--- config.mk ---
export PLATFORM = sky130hd
export DESIGN_NAME = pd_discriminator
export DESIGN_NICKNAME = d
export VERILOG_FILES = /design/src/rtl/pd_pkg.sv /design/src/rtl/pd_shifter.sv /design/src/rtl/pd_delay_line.sv /design/src/rtl/pd_fill_tracker.sv /design/src/rtl/pd_discriminator.sv
export SDC_FILE = /design/constraint.sdc
export NUM_CORES = 1
export LEC_CHECK = 0
export BUFFER_PORTS_ARGS = -buffer_cell sky130_fd_sc_hd__clkbuf_2
export CORE_ASPECT_RATIO = 1.4
export CORE_MARGIN = 1
export CORE_UTILIZATION = 50
export DETAILED_ROUTE_END_ITERATION = 10
export PLACE_DENSITY_LB_ADDON = 0.3
export RECOVER_POWER = 25
export SLEW_MARGIN = 25
export SYNTH_ARGS = -nofsm -noshare
export SYNTH_HDL_FRONTEND = slang
export SYNTH_SLANG_ARGS = --single-unit
--- constraint.sdc ---
create_clock -name clk -period 3.25 [get_ports clk]
set_input_delay 0.65 -clock clk [delete_from_list [all_inputs] [get_ports clk]]
set_output_delay 0.65 -clock clk [all_outputs]
set_load 0.005 [all_outputs]
--- src/rtl/pd_pkg.sv ---
package pd_pkg;
    localparam int PD_PHASE_W = 18;
    localparam int PD_DEPTH   = 8;
    localparam int PD_SHIFT_W = 2;

    typedef enum logic {
        SEL_PHASE = 1'b0,
        SEL_DPHI  = 1'b1
    } out_sel_e;
endpackage

--- src/rtl/pd_shifter.sv ---
module pd_shifter #(
    parameter int PHASE_W = pd_pkg::PD_PHASE_W,
    parameter int SHIFT_W = pd_pkg::PD_SHIFT_W
) (
    input  logic [PHASE_W-1:0] din,
    input  logic [SHIFT_W-1:0] amount,
    output logic [PHASE_W-1:0] dout
);
    localparam int NCAND = 2 ** SHIFT_W;

    logic [PHASE_W-1:0] cand [NCAND];

    // one candidate per fold amount; bits pushed off the top are lost
    for (genvar k = 0; k < NCAND; k++) begin : g_cand
        assign cand[k] = din << k;
    end

    assign dout = cand[amount];
endmodule

--- src/rtl/pd_delay_line.sv ---
module pd_delay_line #(
    parameter int PHASE_W = pd_pkg::PD_PHASE_W,
    parameter int DEPTH   = pd_pkg::PD_DEPTH,
    localparam int CODE_W = $clog2(DEPTH)
) (
    input  logic               clk,
    input  logic               rst_n,
    input  logic               push,
    input  logic [PHASE_W-1:0] din,
    input  logic [CODE_W-1:0]  tap_sel,
    output logic [PHASE_W-1:0] tap_out
);
    typedef struct packed {
        logic [DEPTH-1:0][PHASE_W-1:0] taps;
    } dl_state_t;

    dl_state_t st_d, st_q;

    always_comb begin
        st_d = st_q;
        if (push) begin
            st_d.taps[0] = din;
            for (int i = 1; i < DEPTH; i++) begin
                st_d.taps[i] = st_q.taps[i-1];
            end
        end
    end

    always_ff @(posedge clk) begin
        if (!rst_n) st_q <= '0;
        else        st_q <= st_d;
    end

    // taps[0] is the previous accepted sample, so code k reaches k+1 back
    assign tap_out = st_q.taps[tap_sel];

    a_r5_taps_hold: assert property (@(posedge clk) disable iff (!rst_n)
        !push |=> $stable(st_q.taps));
    a_r4_newest_tap: assert property (@(posedge clk) disable iff (!rst_n)
        push |=> st_q.taps[0] == $past(din));
endmodule

--- src/rtl/pd_fill_tracker.sv ---
module pd_fill_tracker #(
    parameter int DEPTH   = pd_pkg::PD_DEPTH,
    localparam int CODE_W = $clog2(DEPTH),
    localparam int FILL_W = $clog2(DEPTH + 1)
) (
    input  logic              clk,
    input  logic              rst_n,
    input  logic              push,
    input  logic [CODE_W-1:0] delay_code,
    output logic              lag_ok
);
    typedef struct packed {
        logic [CODE_W-1:0] code;
        logic [FILL_W-1:0] fill;
    } ft_state_t;

    ft_state_t         st_d, st_q;
    logic [FILL_W-1:0] fill_eff;

    always_comb begin
        st_d      = st_q;
        st_d.code = delay_code;
        // a new lag code discards the history count
        fill_eff  = (delay_code != st_q.code) ? '0 : st_q.fill;
        lag_ok    = push && (fill_eff > FILL_W'(delay_code));
        st_d.fill = fill_eff;
        if (push && fill_eff != FILL_W'(DEPTH)) begin
            st_d.fill = fill_eff + 1'b1;
        end
    end

    always_ff @(posedge clk) begin
        if (!rst_n) st_q <= '0;
        else        st_q <= st_d;
    end

    a_r8_fill_cap: assert property (@(posedge clk) disable iff (!rst_n)
        st_q.fill <= FILL_W'(DEPTH));
    a_r5_idle_fill: assert property (@(posedge clk) disable iff (!rst_n)
        (!push && delay_code == st_q.code) |=> $stable(st_q.fill));
endmodule

--- src/rtl/pd_discriminator.sv ---
module pd_discriminator #(
    parameter int PHASE_W = pd_pkg::PD_PHASE_W,
    parameter int DEPTH   = pd_pkg::PD_DEPTH,
    parameter int SHIFT_W = pd_pkg::PD_SHIFT_W,
    localparam int CODE_W = $clog2(DEPTH)
) (
    input  logic               clk,
    input  logic               rst_n,
    input  logic               in_valid,
    input  logic [PHASE_W-1:0] in_phase,
    input  logic [SHIFT_W-1:0] cfg_shift,
    input  logic [CODE_W-1:0]  cfg_delay,
    input  logic               cfg_sel_dphi,
    output logic               out_valid,
    output logic [PHASE_W-1:0] out_data,
    output logic               out_dphi_ok
);
    import pd_pkg::*;

    typedef struct packed {
        logic               valid;
        logic               ok;
        logic [PHASE_W-1:0] data;
    } out_state_t;

    out_state_t         st_d, st_q;
    logic [PHASE_W-1:0] folded;
    logic [PHASE_W-1:0] earlier;
    logic               lag_ok;

    pd_shifter #(.PHASE_W(PHASE_W), .SHIFT_W(SHIFT_W)) u_fold (
        .din    (in_phase),
        .amount (cfg_shift),
        .dout   (folded)
    );

    pd_delay_line #(.PHASE_W(PHASE_W), .DEPTH(DEPTH)) u_hist (
        .clk     (clk),
        .rst_n   (rst_n),
        .push    (in_valid),
        .din     (folded),
        .tap_sel (cfg_delay),
        .tap_out (earlier)
    );

    pd_fill_tracker #(.DEPTH(DEPTH)) u_fill (
        .clk        (clk),
        .rst_n      (rst_n),
        .push       (in_valid),
        .delay_code (cfg_delay),
        .lag_ok     (lag_ok)
    );

    always_comb begin
        st_d       = st_q;
        st_d.valid = in_valid;
        st_d.ok    = lag_ok;
        if (in_valid) begin
            // modular subtraction gives the signed wrap-safe delta
            st_d.data = (out_sel_e'(cfg_sel_dphi) == SEL_DPHI) ? folded - earlier : folded;
        end
    end

    always_ff @(posedge clk) begin
        if (!rst_n) st_q <= '0;
        else        st_q <= st_d;
    end

    assign out_valid   = st_q.valid;
    assign out_dphi_ok = st_q.ok;
    assign out_data    = st_q.data;

    a_r7_valid_follows: assert property (@(posedge clk) disable iff (!rst_n)
        in_valid |=> out_valid);
    a_r7_idle_low: assert property (@(posedge clk) disable iff (!rst_n)
        !in_valid |=> !out_valid);
    a_r7_data_hold: assert property (@(posedge clk) disable iff (!rst_n)
        !in_valid |=> $stable(out_data));
    a_r8_ok_needs_valid: assert property (@(posedge clk) disable iff (!rst_n)
        out_dphi_ok |-> out_valid);
    a_r8_code_change: assert property (@(posedge clk) disable iff (!rst_n)
        (cfg_delay != $past(cfg_delay)) |=> !out_dphi_ok);
    a_r2_passthru: assert property (@(posedge clk) disable iff (!rst_n)
        (in_valid && !cfg_sel_dphi && cfg_shift == '0) |=> out_data == $past(in_phase));
endmodule

==> flow_summary.json <==
{
  "status": "complete, no violations",
  "internal_cell_power_mw": 3.64,
  "timing.hold.worst.class": "flip-flop to flip-flop",
  "finalNonFillerCells": 1120,
  "power.clock.fraction": 0.396,
  "finalSetupViolCount": 0,
  "layout_net_count": 954,
  "timing.final.crit_period_ns": 3.15,
  "place.detailed.hpwl_mm": 12.6,
  "finalHoldWorstSlack_ns": 0.484,
  "setup_tns_ns": 0,
  "sinks_on_clock_net": 171,
  "place_area_mm2": 0.00947,
  "worstSetupStartpointType": "input pin",
  "dr.first_iter.drc_count": 429,
  "asyncSetResetFlopFracSynth": 0,
  "synth_cell_type_count": 53,
  "number_of_nets_with_antenna_violations_after_detailed_routing": 0,
  "worst_setup_skew_after_layout_ns": 0.0115,
  "power-per-cell-area_mw_per_mm2": 497,
  "synth_edf_count": 0,
  "clock.fmax_mhz": 318,
  "timing.critical_path.required_ns": 3.58,
  "clock_tree_from_tritoncts": "built",
  "fp.dieArea_mm2": 0.0177,
  "i_o_buffers": 46,
  "detail_route.wl_per_cell_um": 16.7,
  "finalHoldViolCount": 0,
  "clock_latency_reported_for_the_late_side_of_the_worst_skew_pair_ns": 0.43,
  "drc": 0,
  "post_route_cells_drive_above_1_share": 0.220,
  "synth.net_count": 878,
  "crit_path_cell_trace": "buf_4 > buf_4 > buf_12 > buf_4 > mux4_2 > mux2i_2 > ha_1 > and3_1 > a32oi_1 > o41ai_1 > o21a_1 > o21ai_0 > nor4b_2",
  "gr-usage-all-layers": 0.219,
  "cpLargestDelayFamily": "multiplexers",
  "fin_ws_ns": 0.101,
  "routabilityCongestion": 0.870,
  "yosysTopAreaCellShare": 0.398,
  "switching_component_of_the_power_mw": 1.34,
  "cts.repair_timing.setup_buffer_count": 0,
  "cp_slowest_stage_delay_ns": 0.52,
  "routed-via-count": 6262,
  "cpMostUsedCell": "buf_4",
  "ir_worst_vdd_mv": 0.356,
  "post_synth_instance_area_mm2": 0.00860,
  "clockBufferDepth": 2,
  "overall_power_after_layout_mw": 4.98,
  "worst_setup_slack_for_register_to_register_paths_ns": 0.38,
  "grt_antenna_before_repair": 0,
  "p_seq_frac": 0.440,
  "timing.critical_path.arrival_ns": 3.48,
  "power.switching_fraction": 0.270,
  "slew_headroom": 0.452,
  "cts_made_buffers": 17,
  "iteration_count_of_the_initial_detailed_routing_pass": 8,
  "floorplan.core_area_mm2": 0.0168,
  "syn_area_per_cell_um2": 10.4,
  "path_max_fanout": 12,
  "slew_viol_final": 0,
  "placement_rows": 56,
  "worst-path-buf-inv": 4,
  "numPlacedInstances": 1088,
  "cts_max_level": 4,
  "synthTopCellsByArea": "dfxtp_1 (40%), mux2i_1 (19%), mux4_2 (13%)",
  "die-width_um": 113,
  "synth_cells": 828,
  "drv.max_cap_violation_count": 0,
  "finalCritPeriodShare": 0.969,
  "yosysWarningCount": 0,
  "route.detailed.vias_per_inst": 5.59,
  "clock_tree.root_cell": "clkbuf_16",
  "die_h_um": 157,
  "wl_mm": 18.7,
  "cp-end-kind": "flip-flop",
  "pre_cts_worst_setup_slack_ns": -0.401,
  "syn_to_final_growth_pct": 16.7,
  "grt_start_max_net_pins": 119,
  "clk_transition_reported_paths_ns": 0.06,
  "combinationalPowerShare": 0.165,
  "grt_first_pass_wirelength_mm": 30.8,
  "p_leak_nw": 4.37,
  "synth_top_area_cell": "dfxtp_1",
  "floorplan.initialDensity": 0.511,
  "via_count_of_the_first_global_routing_pass": 6128,
  "finalInstanceArea_mm2": 0.0100,
  "grt_remaining_overflow": 0,
  "ys_seq_area_frac": 0.398,
  "final_util": 0.596,
  "transition_time_at_the_pin_with_the_least_slew_margin_ns": 0.822,
  "synth_ff_type": "dfxtp_1",
  "worst_setup_path_class": "input pin to flip-flop",
  "antenna_cells": 0,
  "critical-path-slowest-cell": "mux4_2",
  "io-pin-count": 47,
  "ys_ff_latch": 171
}
tightest hold or removal path, stage by stage (launching register included):
cell and delay (ns):
dfxtp_1 0.31, nor2_1 0.08, a211oi_1 0.05
registers in the layout, summed over array words and instances, names as in the netlist:
name and flops:
u_fill.st_q 7, out_valid 1, out_data 18, u_hist.st_q 144
out_dphi_ok 1
layout by cell type (no fill, tap or decap), types with 3 or more instances in the layout:
master,n
clkbuf_1,10
clkinv_2,4
a21o_1,6
inv_1,12
a22oi_1,4
a21oi_1,24
nor2b_1,5
buf_12,8
nand3_1,6
o21ai_1,3
dfxtp_1,171
xnor2_1,9
mux4_2,50
o22ai_1,3
xor2_1,8
nand3b_1,3
nor3_1,5
buf_4,63
mux2i_1,166
o21a_1,6
nand2_1,22
and3_1,3
o21bai_1,5
mux2_2,3
o21ai_0,16
clkbuf_2,36
nand4_1,4
clkbuf_16,17
nor2_1,169
a211oi_1,8
ha_1,22
and2_1,5
cells by family after synthesis:
family | Yosys count | share of synthesized area
flip-flops | 171 | 0.398
AND/OR/NAND/NOR | 229 | 0.113
adder cells (fa/ha/maj) | 23 | 0.0343
XOR/XNOR | 17 | 0.0173
multiplexers | 220 | 0.329
AO/OA/AOI/OAI | 95 | 0.0728
buffers and inverters | 73 | 0.0355
area by class of cell:
cell class / count / area, um^2
Timing Repair Buffer: 116 / 857
Sequential cell: 171 / 3420
Clock buffer: 20 / 447
Inverter: 14 / 55.1
Fill cell: 1391 / 6790
Tap cell: 203 / 254
Multi-Input combinational cell: 584 / 4880
Clock inverter: 12 / 115
final timing paths:
check / start / endpoint / cells past startpoint
worst min register to register: out_data[4] / out_data[4] / 2
worst max register to register: u_hist.st_q[108] / out_data[16] / 12
worst max-delay path: cfg_delay[0] / out_data[17] / 13
worst min-delay path: out_data[4] / out_data[4] / 2
layer usage:
| metal | track usage | wire, um | share of wire |
|---|---|---|---|
| met1 | 0.277 | 8580 | 0.46 |
| met5 | 0 | 0 | 0 |
| met4 | 0.0857 | 403 | 0.022 |
| met2 | 0.372 | 9050 | 0.48 |
| met3 | 0.0362 | 629 | 0.034 |
cells in the mapped netlist, types with 2 or more instances:
cell and instances:
a21boi_0 2, o21a_1 6, a21oi_1 24, inv_2 2, nor3_1 5, o22ai_1 3, clkbuf_1 31, and2_1 5
a211oi_1 9, nand3b_1 3, o211ai_1 2, inv_1 12, o21ai_0 18, a31oi_1 2, mux2i_1 167, ha_1 22
a22oi_1 4, xnor2_1 9, xor2_1 8, o21bai_1 5, a21o_1 6, buf_1 7, nand2b_1 2, mux4_2 50
nand4_1 4, nor2_1 169, mux2_2 3, nand3_1 6, nor2b_1 5, and3_1 3, buf_4 2, dfxtp_1 171
buf_2 19, o221ai_1 2, nand2_1 22
power by group through the flow:
stage / registers (mW) / clock network, mW / logic (mW)
6_report: 2.19 / 1.97 / 0.821
3_3_place_gp: 2.24 / 0 / 0.802
5_1_grt: 2.20 / 2.09 / 0.892
3_5_place_dp: 2.24 / 0 / 0.807
2_1_floorplan: 2.23 / 0 / 0.529
4_1_cts: 2.19 / 2.00 / 0.818
timing repair:
action,4_1_cts,5_1_grt
hold buffers,0,0
endpoints found under the setup margin,0,7
resized for setup,0,6
Power figures use the tool's default switching activity.
